`config.mk`:
```
export PLATFORM = sky130hd
export DESIGN_NAME = mon_thresh_flags
export DESIGN_NICKNAME = d
export VERILOG_FILES = /design/src/rtl/mon_flag_pkg.sv /design/src/rtl/mon_chan_unit.sv /design/src/rtl/mon_fault_req.sv /design/src/rtl/mon_thresh_flags.sv
export SDC_FILE = /design/constraint.sdc
export NUM_CORES = 1
export LEC_CHECK = 0
export BUFFER_PORTS_ARGS = -buffer_cell sky130_fd_sc_hd__clkbuf_2
export CORE_AREA = 2 2 232 234
export CTS_CLUSTER_SIZE = 20
export DETAILED_ROUTE_END_ITERATION = 8
export DIE_AREA = 0 0 234 236
export SLEW_MARGIN = 5
export SYNTH_ARGS = -nofsm -noshare
export SYNTH_HDL_FRONTEND = slang
export SYNTH_HIERARCHICAL = 1
export SYNTH_SLANG_ARGS = --single-unit
```
`constraint.sdc`:
```
create_clock -name clk -period 4 [get_ports clk]
set_clock_uncertainty 0.2 [all_clocks]
set_input_delay 0.4 -clock clk [delete_from_list [all_inputs] [get_ports clk]]
set_output_delay 0.4 -clock clk [all_outputs]
set_load 0.05 [all_outputs]
```
`src/rtl/mon_flag_pkg.sv`:
```
package mon_flag_pkg;

    localparam int NUM_CHAN = 6;
    localparam int NUM_TX   = 2;
    localparam int NUM_KIND = 4;
    localparam int CHAN_W   = 3;

    // Channel codes carried on conv_chan
    typedef enum logic [CHAN_W-1:0] {
        CH_TEMP  = 3'd0,
        CH_VCC   = 3'd1,
        CH_BIAS0 = 3'd2,
        CH_PWR0  = 3'd3,
        CH_BIAS1 = 3'd4,
        CH_PWR1  = 3'd5
    } chan_e;

    // Threshold slot order inside one channel's configuration word
    typedef enum int {
        K_ALM_HI = 0,
        K_ALM_LO = 1,
        K_WRN_HI = 2,
        K_WRN_LO = 3
    } kind_e;

    typedef struct packed {
        logic a_hi;
        logic a_lo;
        logic w_hi;
        logic w_lo;
    } flag_set_t;

endpackage

```
`src/rtl/mon_chan_unit.sv`:
```
module mon_chan_unit
    import mon_flag_pkg::*;
#(
    parameter int DATA_W     = 16,
    parameter int SHIFT_W    = 3,
    parameter bit SIGNED_CMP = 1'b0
) (
    input  logic                       clk,
    input  logic                       rst,
    input  logic                       stb,
    input  logic [DATA_W-1:0]          value,
    input  logic [SHIFT_W-1:0]         shamt,
    input  logic [NUM_KIND*DATA_W-1:0] thr,
    output flag_set_t                  flags,
    output logic [DATA_W-1:0]          stored,
    output logic                       ready
);

    logic [DATA_W-1:0] adj;
    logic [DATA_W-1:0] t_ahi, t_alo, t_whi, t_wlo;
    flag_set_t         cmp;

    assign adj   = value >> shamt;
    assign t_ahi = thr[int'(K_ALM_HI)*DATA_W +: DATA_W];
    assign t_alo = thr[int'(K_ALM_LO)*DATA_W +: DATA_W];
    assign t_whi = thr[int'(K_WRN_HI)*DATA_W +: DATA_W];
    assign t_wlo = thr[int'(K_WRN_LO)*DATA_W +: DATA_W];

    // signed compare for temperature, R3 unsigned for the rest
    generate
        if (SIGNED_CMP) begin : g_signed
            always_comb begin
                cmp.a_hi = $signed(adj) > $signed(t_ahi);
                cmp.a_lo = $signed(adj) < $signed(t_alo);
                cmp.w_hi = $signed(adj) > $signed(t_whi);
                cmp.w_lo = $signed(adj) < $signed(t_wlo);
            end
        end else begin : g_unsigned
            always_comb begin
                cmp.a_hi = adj > t_ahi;
                cmp.a_lo = adj < t_alo;
                cmp.w_hi = adj > t_whi;
                cmp.w_lo = adj < t_wlo;
            end
        end
    endgenerate

    always_ff @(posedge clk) begin
        if (rst) begin
            flags  <= '0;
            stored <= '0;
            ready  <= 1'b0;
        end else if (stb) begin
            flags  <= cmp;
            stored <= adj;
            ready  <= 1'b1;
        end
    end

    AST_FLAG_HOLD: assert property (@(posedge clk) disable iff (rst)
        !stb |=> ($stable(flags) && $stable(stored)));
    AST_READY_SET: assert property (@(posedge clk) disable iff (rst)
        stb |=> ready);
    AST_READY_KEEP: assert property (@(posedge clk) disable iff (rst)
        ready |=> ready);

endmodule

```
`src/rtl/mon_fault_req.sv`:
```
module mon_fault_req #(
    parameter int BYTE_W = 8
) (
    input  logic              clk,
    input  logic              rst,
    input  logic [BYTE_W-1:0] flags,
    input  logic [BYTE_W-1:0] en,
    input  logic              latch,
    input  logic              clr,
    output logic              req
);

    logic hit;
    logic sticky;

    assign hit = |(flags & en);
    assign req = hit | (latch & sticky);

    always_ff @(posedge clk) begin
        if (rst || clr || !latch) begin
            sticky <= 1'b0;
        end else if (hit) begin
            sticky <= 1'b1;
        end
    end

    AST_STICKY_HOLD: assert property (@(posedge clk) disable iff (rst)
        (latch && req && !clr) |=> (req || !latch));
    AST_NO_REQ_UNLATCHED: assert property (@(posedge clk) disable iff (rst)
        (!latch && (flags & en) == '0) |-> !req);

endmodule

```
`src/rtl/mon_thresh_flags.sv`:
```
module mon_thresh_flags
    import mon_flag_pkg::*;
#(
    parameter int DATA_W  = 16,
    parameter int SHIFT_W = 3
) (
    input  logic                                clk,
    input  logic                                rst,
    input  logic                                conv_stb,
    input  logic [CHAN_W-1:0]                   conv_chan,
    input  logic [DATA_W-1:0]                   conv_value,
    input  logic [NUM_CHAN*NUM_KIND*DATA_W-1:0] thr_cfg,
    input  logic [(NUM_CHAN-2)*SHIFT_W-1:0]     rshift_cfg,
    input  logic [NUM_TX*8-1:0]                 alarm_en,
    input  logic [NUM_TX*8-1:0]                 warn_en,
    input  logic [NUM_TX-1:0]                   alarm_latch,
    input  logic [NUM_TX-1:0]                   warn_latch,
    input  logic [NUM_TX-1:0]                   req_clr,
    output logic [NUM_TX*8-1:0]                 alarm_flags,
    output logic [NUM_TX*8-1:0]                 warn_flags,
    output logic [NUM_TX*4-1:0]                 ready_flags,
    output logic [NUM_CHAN*DATA_W-1:0]          mon_values,
    output logic [NUM_TX-1:0]                   alarm_req,
    output logic [NUM_TX-1:0]                   warn_req
);

    localparam int BYTE_W   = 8;
    localparam int RDY_W    = 4;
    localparam int SLICE_W  = NUM_KIND*DATA_W;
    localparam int FIRST_SH = int'(CH_BIAS0);
    localparam int C_TEMP   = int'(CH_TEMP);
    localparam int C_VCC    = int'(CH_VCC);

    logic [NUM_CHAN-1:0] chan_stb;
    logic [NUM_CHAN-1:0] chan_rdy;
    flag_set_t           chan_flags [NUM_CHAN];
    logic [DATA_W-1:0]   chan_val   [NUM_CHAN];

    // One comparator unit per channel; monitors get a shift count
    generate
        for (genvar ch = 0; ch < NUM_CHAN; ch++) begin : g_chan
            logic [SHIFT_W-1:0] shamt;
            if (ch >= FIRST_SH) begin : g_sh
                assign shamt = rshift_cfg[(ch-FIRST_SH)*SHIFT_W +: SHIFT_W];
            end else begin : g_nosh
                assign shamt = '0;
            end

            assign chan_stb[ch] = conv_stb && (conv_chan == CHAN_W'(ch));

            mon_chan_unit #(
                .DATA_W    (DATA_W),
                .SHIFT_W   (SHIFT_W),
                .SIGNED_CMP(ch == C_TEMP)
            ) u_chan (
                .clk   (clk),
                .rst   (rst),
                .stb   (chan_stb[ch]),
                .value (conv_value),
                .shamt (shamt),
                .thr   (thr_cfg[ch*SLICE_W +: SLICE_W]),
                .flags (chan_flags[ch]),
                .stored(chan_val[ch]),
                .ready (chan_rdy[ch])
            );

            assign mon_values[ch*DATA_W +: DATA_W] = chan_val[ch];
        end
    endgenerate

    // Per-transmitter byte assembly and fault requests
    generate
        for (genvar t = 0; t < NUM_TX; t++) begin : g_tx
            localparam int BI = FIRST_SH + 2*t;
            localparam int PI = BI + 1;

            assign alarm_flags[t*BYTE_W +: BYTE_W] = {
                chan_flags[C_TEMP].a_hi, chan_flags[C_TEMP].a_lo,
                chan_flags[C_VCC].a_hi,  chan_flags[C_VCC].a_lo,
                chan_flags[BI].a_hi,     chan_flags[BI].a_lo,
                chan_flags[PI].a_hi,     chan_flags[PI].a_lo};

            assign warn_flags[t*BYTE_W +: BYTE_W] = {
                chan_flags[C_TEMP].w_hi, chan_flags[C_TEMP].w_lo,
                chan_flags[C_VCC].w_hi,  chan_flags[C_VCC].w_lo,
                chan_flags[BI].w_hi,     chan_flags[BI].w_lo,
                chan_flags[PI].w_hi,     chan_flags[PI].w_lo};

            assign ready_flags[t*RDY_W +: RDY_W] =
                {chan_rdy[C_TEMP], chan_rdy[C_VCC], chan_rdy[BI], chan_rdy[PI]};

            mon_fault_req #(.BYTE_W(BYTE_W)) u_alarm_req (
                .clk  (clk),
                .rst  (rst),
                .flags(alarm_flags[t*BYTE_W +: BYTE_W]),
                .en   (alarm_en[t*BYTE_W +: BYTE_W]),
                .latch(alarm_latch[t]),
                .clr  (req_clr[t]),
                .req  (alarm_req[t])
            );

            mon_fault_req #(.BYTE_W(BYTE_W)) u_warn_req (
                .clk  (clk),
                .rst  (rst),
                .flags(warn_flags[t*BYTE_W +: BYTE_W]),
                .en   (warn_en[t*BYTE_W +: BYTE_W]),
                .latch(warn_latch[t]),
                .clr  (req_clr[t]),
                .req  (warn_req[t])
            );
        end
    endgenerate

    AST_SHARED_BITS: assert property (@(posedge clk) disable iff (rst)
        alarm_flags[7:4] == alarm_flags[15:12]);

endmodule

```
Word-level counts from Yosys, hierarchy flattened
Cells that the tools add are included.

storage, ports and cells
  bits in registers = 130
  bits of input ports = 456
  output and inout bits = 140
  word-level logic and storage cells = 106

cells by class
  $lt $le $gt $ge = 24
  equality and inequality tests = 5
  shift-type cells = 4
  bitwise operators = 12
  reductions and logical operators = 21

operators by type and width
  kind                  count
  $gt A16 B16 Y1        12
  $lt A16 B16 Y1        12
  $shr A16 B3 Y16       4
  $and A8 B8 Y8         4
  $reduce_or A8 Y1      4
  $eq A3 B2 Y1 const B  2
  $eq A3 B3 Y1 const B  2
  $logic_and A1 B1 Y1   6
  $logic_or A1 B1 Y1    6
  $and A1 B1 Y1         4
  $logic_not A1 Y1      4
  $or A1 B1 Y1          4
  $eq A3 B1 Y1 const B  1
  $logic_not A3 Y1      1

Logic depth before layout (Yosys ltp)
Gate-level depths: netlist (run 1).

  depth in word-level cells = 3
  gate-level depth with buffers = 12
  gate-level depth less buffers = 11

Modules after synthesis
Netlist (run 1), hierarchy kept.

by module, submodules not included
  module                             times used  cells each  area an instance (sq um)  sequential area each (sq um)
  mon_chan_unit at g_chan[4].u_chan  1           355         2,892.8                   420.4
  mon_chan_unit at g_chan[1].u_chan  1           356         2,877.8                   420.4
  mon_chan_unit at g_chan[3].u_chan  1           350         2,862.7                   420.4
  mon_chan_unit at g_chan[0].u_chan  1           376         2,844.0                   420.4
  mon_chan_unit at g_chan[5].u_chan  1           350         2,805.2                   420.4
  mon_chan_unit at g_chan[2].u_chan  1           355         2,770.2                   420.4
  mon_fault_req                      4           9           83.8                      20.0
  mon_thresh_flags                   1           17          153.9                     0.0

Least setup slack after synthesis (run 1)
Ideal clock, no wire load.

  kind = input to register
  start = input port rshift_cfg[3]
  end = register, netlist name g_chan[3].u_chan/flags[3]
  setup time = 120 ps
  data arrival time = 2,710 ps
  required time = 3,680 ps
  slack = 971 ps
  stages on the path = 8
  path buffers = 1
  cells stage by stage = buf_2 > mux4_2 > mux2_2 > ha_1 > a21oi_1 > nor3_1 > or4_1 > o31a_1

on the way
  word-level cells in the longest chain between the ends = 2

RTL lines
  item                         RTL line                source
  from (decl)                  mon_thresh_flags.sv:13  input logic [(NUM_CHAN-2)*SHIFT_W-1:0] rshift_cfg,
  $shr A16 B3 Y16              mon_chan_unit.sv:23     assign adj = value >> shamt;
  net g_chan[3].u_chan.adj[9]  mon_chan_unit.sv:19     logic [DATA_W-1:0] adj;
  $gt A16 B16 Y1               mon_chan_unit.sv:40     cmp.a_hi = adj > t_ahi;

The timed path passes the listed nets, and every way through them passes these cells.
A chain may end at the register's enable or synchronous reset.

Final worst setup path (run 1)
  start = input port conv_value[14]
  end = register, netlist name g_chan[4].u_chan/flags[1]

on the way
  word-level cells in the longest chain between the ends = 2

RTL lines
  item                          RTL line                source
  from (decl)                   mon_thresh_flags.sv:11  input logic [DATA_W-1:0] conv_value,
  $shr A16 B3 Y16               mon_chan_unit.sv:23
  net g_chan[4].u_chan.adj[11]  mon_chan_unit.sv:19
  $gt A16 B16 Y1                mon_chan_unit.sv:42     cmp.w_hi = adj > t_whi;

The timed path passes the listed nets, and every way through them passes these cells.

==> flow_summary.yaml, run 1 <==
grt:
  grt_pass1_vias: 18700
  grt_pass1_wl_mm: 109.0
  antenna_found_initial: 9
  overflow: 0
  grt_max_degree: 52
  globalRouteTotalUtil: 0.2638
cts:
  clock_path_buffers: 2
  cts_hold_buf: 6
  cts_root_buf: "clkbuf_16"
  cts_resized: 0
  cts_tree: "yes"
  worstSkewPairLatency_ns: 0.50
  numClockSinks: 130
  cts_inserted_buffers: 17
  htree_levels: 4
  cts_setup_buffers: 0
  clkTransAtPathRegs_ns: 0.07
synthesis:
  ys.flop_type: "dfxtp_1"
  ys_types: 77
  synthCells: 2195
  synth-async-reset-ratio: 0
  netlist.area_leader.share: 0.2653
  synth_edf_count: 0
  synth-seq-area-share: 0.1484
  ys_seq_elements: 130
  ys_warn_count: 6
  synth_area_leaders: "ha_1 27%, dfxtp_1 15%, inv_1 8.6%"
  yosysTopAreaCell: "ha_1"
  synth_area_um2: 17540
  avgSynthCellArea_um2: 7.992
power:
  leakage_nw: 12.32
  peakVddDrop_mv: 0.3143
  pwr-share-seq: 0.250
  intPower_mw: 3.275
  clkPwrFrac: 0.308
  p_comb_frac: 0.442
  powerDensity_nw_per_um2: 247.5
  p_switching_mw: 2.192
  swShare: 0.4009
critical_path:
  reg2reg_depth: 4
  crit_fanout: 21
  crit_type: "input port to register"
  start_kind: "input port"
  cp_data_arrival_time_ns: 3.44
  crit_required_ns: 4.15
  r2r-end: "g_tx[0].u_alarm_req/sticky"
  critPathCaptureType: "register"
  rrSetupSlack_ns: 1.36
  timing.rr.start: "g_chan[3].u_chan/flags[3]"
die:
  top_level_ports: 596
  core_area_um2: 53070
  rows: 85
  dieArea_um2: 55220
  start_util: 0.3305
  die_w_um: 234
  die_h_um: 236
flow_run:
  drv_cap: 0
sta:
  min_period_over_period: 0.8216
  period_needed_ns: 3.287
  worstMarginPinSlew_ns: 1.002
  worst_slew_margin_rel: 0.3147
  timing.fmax_mhz: 304.3
  drv_slew: 0
  hold_slack_ns: 0.06899
  setup_viol: 0
  hold_violations: 0
  tns_ns: 0
  rsz0062_at_grt: "no"
placed_design:
  io_buffer_count: 595
  hpwl_mm: 61.16
  gp_congestion: 0.9714
drt:
  met3_length_mm: 4.651
  dr.first_iter.drc_count: 1078
  avgViaCountPerCell: 5.310
  drt-met1-wl_mm: 30.67
  drc: 0
  wl_per_cell_um: 21.07
  routed.top_layer: "met5"
  first_pass_iters: 5
  vias: 18660
  met2_length_mm: 36.23
  ant_nets: 0
  routed_wl_mm: 74.03
min_path:
  worst_hold_path.endpoint: "g_tx[1].u_warn_req/sticky"
  hold_path.startpoint: "req_clr[1]"
  hp-class: "input port to register"
  min_path_cells: 3
cells_and_area:
  register_area_um2: 2603
  drive_above_1_share: 0.2830
  nFillCells: 5460
  final_common_cell: "clkbuf_2"
  area_delta_synth_final_pct: 25.90
  multi_input_area_um2: 13070
  finish.net_count: 3629
  mostFrequentLayoutCells: "594 x clkbuf_2, 404 x inv_1, 372 x ha_1"
run_status:
  outcome: "finished, final reports clean"
==> logic make-up (layout without fill, tap and decap cells) <==
group	Yosys count	after routing	synth area share
AND/OR/NAND/NOR	549	549	0.1538
other	1	16	0.0002138
flip-flops	130	130	0.1484
adder cells (fa/ha/maj)	372	372	0.2653
multiplexers	190	190	0.1362
AO/OA/AOI/OAI	472	472	0.1867
buffers and inverters	481	1089	0.1094
==> critical path: stages <==
cell and delay (ns):
clkbuf_2 0.45, mux4_2 0.37, inv_1 0.05, o22ai_1 0.48
ha_1 0.36, a21oi_1 0.15, o21ai_0 0.11, a2111oi_0 0.91
a21oi_1 0.16
==> power groups by stage <==
stage | clock network, mW | logic (mW) | registers (mW)
after floorplan | 0 | 1.41 | 1.50
after CTS | 1.73 | 2.40 | 1.37
after global routing | 1.77 | 2.69 | 1.37
final | 1.68 | 2.42 | 1.37
after detailed placement | 0 | 2.38 | 1.39
after global placement | 0 | 2.32 | 1.39
==> per-stage QoR <==
stage | utilization | instances | area [µm²] | setup slack (ns) | power (mW)
floorplan | - | 2205 | 17580 | 0.9705 | 2.905
global placement | 0.4036 | 3472 | 21420 | 0.2941 | 3.711
detailed placement | 0.4036 | 3472 | 21420 | 0.1700 | 3.775
CTS | 0.4159 | 3509 | 22070 | 0.7228 | 5.498
global route | 0.4161 | 3512 | 22080 | 0.5057 | 5.825
finish | 0.4162 | 3514 | 22080 | 0.7135 | 5.467
==> routing by layer <==
layer	up-vias	track usage
li1	9052	-
met3	127	0.05331
met4	6	0.1022
met2	682	0.4570
met5	-	0
met1	8793	0.3172
==> sequential cells by signal, summed over array words and instances (netlist names) <==
signal / cells
g_chan.u_chan/ready: 6
g_chan.u_chan/flags: 24
g_tx.u_warn_req/sticky: 2
g_chan.u_chan/stored: 96
g_tx.u_alarm_req/sticky: 2
==> worst max path at each step <==
stage                   startpoint                         to  cells past startpoint
floorplan            rshift_cfg[3]  g_chan[3].u_chan/flags[3]                      8
finish              conv_value[14]  g_chan[4].u_chan/flags[1]                      9
global route        conv_value[14]  g_chan[4].u_chan/flags[1]                      9
global placement    conv_value[14]  g_chan[4].u_chan/flags[1]                      9
CTS                 conv_value[14]  g_chan[4].u_chan/flags[1]                      9
detailed placement  conv_value[14]  g_chan[4].u_chan/flags[1]                      9
==> final cells by class <==
type | count | area share
multi-input cells | 1594 | 0.5916
repair buffers | 650 | 0.1543
flip-flops and latches | 130 | 0.1178
inverters | 408 | 0.06934
well taps | 696 | 0.03943
clock buffers | 18 | 0.01943
clock inverters | 13 | 0.007422
diodes | 5 | 0.0005665
==> synth_stat cells, drive strengths merged (9+ instances only) <==
cell / n
mux4: 33
nand4: 60
o211a: 24
a2111oi: 20
o21ai: 71
nor4: 15
buf: 41
a311oi: 9
a22oi: 17
inv: 406
a211oi: 37
a21o: 33
o21a: 41
ha: 372
mux2i: 113
nor2b: 23
o211ai: 10
a211o: 13
mux2: 44
clkbuf: 32
nor2: 161
nand2: 139
or2: 21
a21oi: 127
nand3: 29
o22ai: 15
nor3: 33
nand2b: 26
dfxtp: 130
Power figures use the tool's default switching activity.
==> run 2, diff against run 1 <==
- clock period: 4 -> 3.2 ns (I/O delays scaled with it)
==> run 2 against run 1 <==
  * First-iteration DRC count is 1.0% lower
  * Die area stayed put
  * Sequential cell count stayed put
  * Non-clock buffer count is 69 higher
  * Wire length is 2.1% higher
  * Core utilization is 1.2 points higher
  * Sequential power is 24% higher
  * Highest routed layer unchanged
==> flow_summary.yaml, run 2 (same netlist as run 1, synthesis figures left out) <==
drt:
  dr.first_iter.drc_count: 1067
  vias: 19040
  wl_per_cell_um: 21.06
  first_pass_iters: 5
  ant_nets: 0
  routed_wl_mm: 75.55
  drc: 0
  avgViaCountPerCell: 5.307
power:
  p_comb_frac: 0.436
  peakVddDrop_mv: 0.3559
  powerDensity_nw_per_um2: 315.3
  pwr-share-seq: 0.238
  clkPwrFrac: 0.326
  leakage_nw: 12.69
  intPower_mw: 4.350
  swShare: 0.3925
  p_switching_mw: 2.810
grt:
  globalRouteTotalUtil: 0.2691
  grt_pass1_wl_mm: 111.2
  overflow: 0
  grt_pass1_vias: 19160
  grt_max_degree: 52
  antenna_found_initial: 13
cells_and_area:
  area_delta_synth_final_pct: 29.45
  mostFrequentLayoutCells: "594 x clkbuf_2, 404 x inv_1, 372 x ha_1"
  largest_register: "g_chan.u_chan/stored"
  final_common_cell: "clkbuf_2"
  finish.net_count: 3698
  drive_above_1_share: 0.2980
  largestRegisters: "g_chan.u_chan/stored (96), g_chan.u_chan/flags (24), g_chan.u_chan/ready (6)"
  utilization: 0.4279
  largest_reg_flops: 96
  instances_no_fill: 3587
critical_path:
  path_cells: "clkbuf_2 > buf_4 > mux2i_1 > mux2_2 > a21oi_1 > ha_1 > nand2b_1 > a21oi_1 > o311ai_0 > a32oi_1"
  crit_top_cell: "a21oi_1"
  crit_type: "input port to register"
  reg2reg_depth: 5
  slowest_delay_ns: 0.68
  crit_end: "g_chan[3].u_chan/flags[1]"
  crit_required_ns: 3.36
  cp_data_arrival_time_ns: 2.97
  rrSetupSlack_ns: 0.92
  crit_fanout: 14
  critPathCaptureType: "register"
  r2r-end: "g_tx[0].u_alarm_req/sticky"
  crit_start: "rshift_cfg[4]"
  start_kind: "input port"
  timing.rr.start: "g_chan[1].u_chan/flags[3]"
  critPathSlowestCell: "a21oi_1"
die:
  die_h_um: 236
  core_area_um2: 53070
  top_level_ports: 596
  die_w_um: 234
  rows: 85
  start_util: 0.3305
  dieArea_um2: 55220
cts:
  cts_hold_buf: 12
  clock_path_buffers: 2
  worstSkewPairLatency_ns: 0.50
  clkTransAtPathRegs_ns: 0.07
  cts_resized: 0
  cts_inserted_buffers: 17
  numClockSinks: 130
  htree_levels: 4
  cts_root_buf: "clkbuf_16"
  cts_setup_buffers: 0
  cts_tree: "yes"
sta:
  rsz0062_at_grt: "no"
  setup_viol: 0
  timing.fmax_mhz: 356.1
  hold_violations: 0
  period_needed_ns: 2.809
  worstMarginPinSlew_ns: 0.9395
  tns_ns: 0
  worst_slew_margin_rel: 0.3688
  min_period_over_period: 0.8777
  drv_slew: 0
placed_design:
  gp_congestion: 0.9371
  hpwl_mm: 63.25
  dp.cells: 3535
  io_buffer_count: 595
flow_run:
  drv_cap: 0
run_status:
  outcome: "finished, final reports clean"
min_path:
  hp-class: "input port to register"
run 2: cell types whose count changed in the layout (fill, tap and decap cells not counted), sizes merged:
cell,change
inv,+2
dlygate4sd3,+6
clkinvlp,+1
bufinv,+2
clkbuf,+2
buf,+63
clkinv,-6
diode,+3
run 2: critical path, delay by kind of cell:
kind / cells / cell delay, ns
AO/OA/AOI/OAI: 4 / 1.31
buffers and inverters: 2 / 0.41
AND/OR/NAND/NOR: 1 / 0.08
adder cells (fa/ha/maj): 1 / 0.39
multiplexers: 2 / 0.45
run 2: power groups by stage:
stage | logic, mW | registers [mW] | clock network (mW)
global route | 3.46 | 1.71 | 2.44
detailed placement | 3.07 | 1.74 | 0
global placement | 3.00 | 1.74 | 0
floorplan | 1.76 | 1.87 | 0
finish | 3.12 | 1.70 | 2.33
CTS | 3.10 | 1.70 | 2.40
run 2: how the worst min path moves through the flow:
stage	end	from	depth (start not counted)	slack [ns]
after detailed placement	g_chan[3].u_chan/stored[13]	g_chan[3].u_chan/stored[13]	2	0.26
final	g_chan[4].u_chan/stored[3]	rshift_cfg[8]	3	0.05
after global routing	g_chan[4].u_chan/stored[3]	rshift_cfg[8]	3	0.09
after CTS	g_chan[1].u_chan/flags[2]	thr_cfg[80]	3	0.02
after global placement	g_chan[3].u_chan/ready	g_chan[3].u_chan/ready	2	0.25
after floorplan	g_chan[5].u_chan/flags[0]	rst	1	0.19
run 2: area by class of cell:
class | count | area [µm²]
Clock buffer | 20 | 446.7
Timing Repair Buffer | 719 | 3966
Tap cell | 696 | 870.8
Multi-Input combinational cell | 1594 | 13070
Inverter | 408 | 1531
Sequential cell | 130 | 2603
Fill cell | 5411 | 30360
Clock inverter | 12 | 203.9
Antenna cell | 8 | 20.02
run 2: layer usage:
layer / vias up / track usage / wire length, µm
li1: 9175 / - / -
met1: 8968 / 0.3275 / 31370
met2: 750 / 0.4697 / 37060
met3: 139 / 0.04497 / 4681
met4: 6 / 0.1007 / 2400
met5: - / 0 / 42
run 2: metrics by stage:
stage | hold WS (ns) | area [µm²] | power [mW] | worst slack [ns]
floorplan | 0.1910 | 17580 | 3.631 | 0.2505
global placement | 0.2519 | 21920 | 4.736 | -0.07427
detailed placement | 0.2613 | 21920 | 4.812 | -0.1021
CTS | 0.01520 | 22690 | 7.201 | 0.4270
global route | 0.08718 | 22710 | 7.604 | 0.1869
finish | 0.05116 | 22710 | 7.160 | 0.3914
==> run 3, diff against run 2 <==
- ABC_AREA: default -> 1
- CORE_AREA: 2 2 232 234 -> 2 2 234 236
- DIE_AREA: 0 0 234 236 -> 0 0 236 238
==> run 3 against run 2 <==
  * Worst hold slack got worse by 0.013 ns
  * Clock power decreased by 9.9%
  * Largest power group unchanged
  * First-iteration DRC count decreased by 21%
==> flow_summary.yaml, run 3 <==
sta:
  timing.fmax_mhz: 387.4
  tns_ns: 0
  setup_viol: 0
  min_period_over_period: 0.8066
  period_needed_ns: 2.581
  worst_slew_margin_rel: 0.3219
  rsz0062_at_grt: "no"
  worstMarginPinSlew_ns: 1.007
  hold_violations: 0
  drv_slew: 0
  fin_ws_ns: 0.6189
power:
  powerDensity_nw_per_um2: 300.7
  intPower_mw: 3.920
  p_comb_frac: 0.436
  pwr-share-seq: 0.253
  swShare: 0.4188
  clkPwrFrac: 0.311
  leakage_nw: 13.88
  peakVddDrop_mv: 0.3950
  totalPowerFinal_mw: 6.745
  p_switching_mw: 2.824
grt:
  grt_max_degree: 33
  antenna_found_initial: 7
  grt_pass1_vias: 18790
  overflow: 0
  grt_pass1_wl_mm: 104.4
  globalRouteTotalUtil: 0.2416
drt:
  vias: 19800
  drc: 0
  first_pass_iters: 5
  routed_wl_mm: 68.80
  ant_nets: 0
  avgViaCountPerCell: 4.745
  wl_per_cell_um: 16.49
  dr.first_iter.drc_count: 843
die:
  rows: 85
  die_w_um: 236
  die_h_um: 238
  top_level_ports: 596
  start_util: 0.3325
  dieArea_um2: 56170
  core_area_um2: 53500
placed_design:
  hpwl_mm: 57.06
  gp_congestion: 0.9355
  dp.cells: 4126
  pre_cts_slack_ns: 0.1001
  io_buffer_count: 595
synthesis:
  synth_area_leaders: "ha_1 26%, dfxtp_1 15%, nand2_1 14%"
  avgSynthCellArea_um2: 6.266
  synthCells: 2839
  synth_common_cells: "664 x nand2_1, 557 x inv_1, 372 x ha_1, 262 x nor2_1, 173 x a21oi_1"
  netlist.area_leader.share: 0.2616
  ys_types: 43
  yosysTopAreaCell: "ha_1"
  synth_edf_count: 0
  synth-seq-area-share: 0.1463
  ys_seq_elements: 130
  synth-async-reset-ratio: 0
  ys.flop_type: "dfxtp_1"
  synth_area_um2: 17790
  ys_warn_count: 6
  synth.most_common_cell: "nand2_1"
critical_path:
  start_kind: "input port"
  crit_fanout: 32
  critPathCaptureType: "register"
  cp_data_arrival_time_ns: 2.78
  rrSetupSlack_ns: 1.23
  crit_top_cell: "dlygate4sd3_1"
  crit_required_ns: 3.40
  critPathSlowestCell: "dlygate4sd3_1"
  path_cells: "dlygate4sd3_1 > buf_4 > buf_12 > nor3_1 > dlygate4sd3_1 > nand2_1 > dlygate4sd3_1 > inv_1"
  crit_type: "input port to register"
  slowest_delay_ns: 0.57
cts:
  htree_levels: 4
  cts_inserted_buffers: 17
  clock_path_buffers: 2
  clkTransAtPathRegs_ns: 0.07
  numClockSinks: 130
  cts_root_buf: "clkbuf_16"
  worstSkewPairLatency_ns: 0.49
  cts_tree: "yes"
run_status:
  outcome: "finished, final reports clean"
cells_and_area:
  largest_register: "g_chan.u_chan/stored"
  final_common_cell: "nand2_1"
  instances_no_fill: 4172
  drive_above_1_share: 0.2247
  largest_reg_flops: 96
  multi_input_area_um2: 12590
  largestRegisters: "g_chan.u_chan/stored (96), g_chan.u_chan/flags (24), g_chan.u_chan/ready (6)"
  mostFrequentLayoutCells: "664 x nand2_1, 594 x clkbuf_2, 557 x inv_1"
  finish.net_count: 4287
  nFillCells: 5890
  area_delta_synth_final_pct: 26.08
  register_area_um2: 2603
flow_run:
  drv_cap: 0
min_path:
  hp-class: "input port to register"
==> run 3: power groups by stage <==
stage | clock network, mW | registers, mW | logic (mW)
after detailed placement | 0 | 1.74 | 2.91
final | 2.10 | 1.71 | 2.94
after global routing | 2.22 | 1.71 | 3.35
after floorplan | 0 | 1.90 | 1.75
after CTS | 2.18 | 1.71 | 2.94
after global placement | 0 | 1.74 | 2.89
==> run 3: stage by stage <==
stage / area [µm²] / hold WS (ns) / utilization
floorplan: 17860 / 0.2723 / -
global placement: 21730 / 0.2547 / 0.4063
detailed placement: 21730 / 0.2587 / 0.4063
CTS: 22420 / 0.0009840 / 0.4190
global route: 22420 / 0.06565 / 0.4191
finish: 22430 / 0.03787 / 0.4193
==> run 3: worst max-delay path, delay by kind of cell <==
family                 cells  cell delay (ns)
buffers and inverters      6             2.25
and+or+nand+nor            2             0.16
==> run 3: kinds of logic after synthesis <==
kind of cell | after synthesis | synth area share
other | 1 | 0.0002108
flip-flops | 130 | 0.1463
adder cells (fa/ha/maj) | 372 | 0.2616
AO/OA/AOI/OAI | 468 | 0.1497
multiplexers | 18 | 0.01013
buffers and inverters | 663 | 0.1502
XOR/XNOR | 1 | 0.0004924
AND/OR/NAND/NOR | 1186 | 0.2813
==> run 3: layout make-up <==
cell class	count	share of cell area
multi-input combinational	2065	0.5615
timing repair buffer	670	0.1597
sequential	130	0.1160
inverter	575	0.09746
tap	696	0.03883
clock buffer	17	0.01897
clock inverter	14	0.006973
antenna	5	0.0005578
==> run 3: worst paths after layout <==
| kind | start | endpoint | depth (start not counted) |
|---|---|---|---|
| setup reg to reg | g_chan[0].u_chan/flags[1] | g_tx[0].u_warn_req/sticky | 7 |
| setup / recovery | rst | g_tx[1].u_warn_req/sticky | 8 |
| hold / removal | alarm_en[1] | g_tx[0].u_alarm_req/sticky | 7 |
| hold reg to reg | g_chan[4].u_chan/stored[14] | g_chan[4].u_chan/stored[14] | 2 |
==> run 3: metal layers <==
layer  share of wire  GRT usage  vias to the layer above
li1                -          -                    10400
met1            0.45     0.3057                     8710
met2            0.47     0.4124                      600
met3           0.060    0.04419                       80
met4           0.025    0.08068                        2
met5         0.00020          0                        -
==> run 3: repair_timing <==
action	4_1_cts	5_1_grt
buffers inserted	0	0
hold endpoints to repair	8	0
hold buffers	10	0
gates resized for setup	0	0
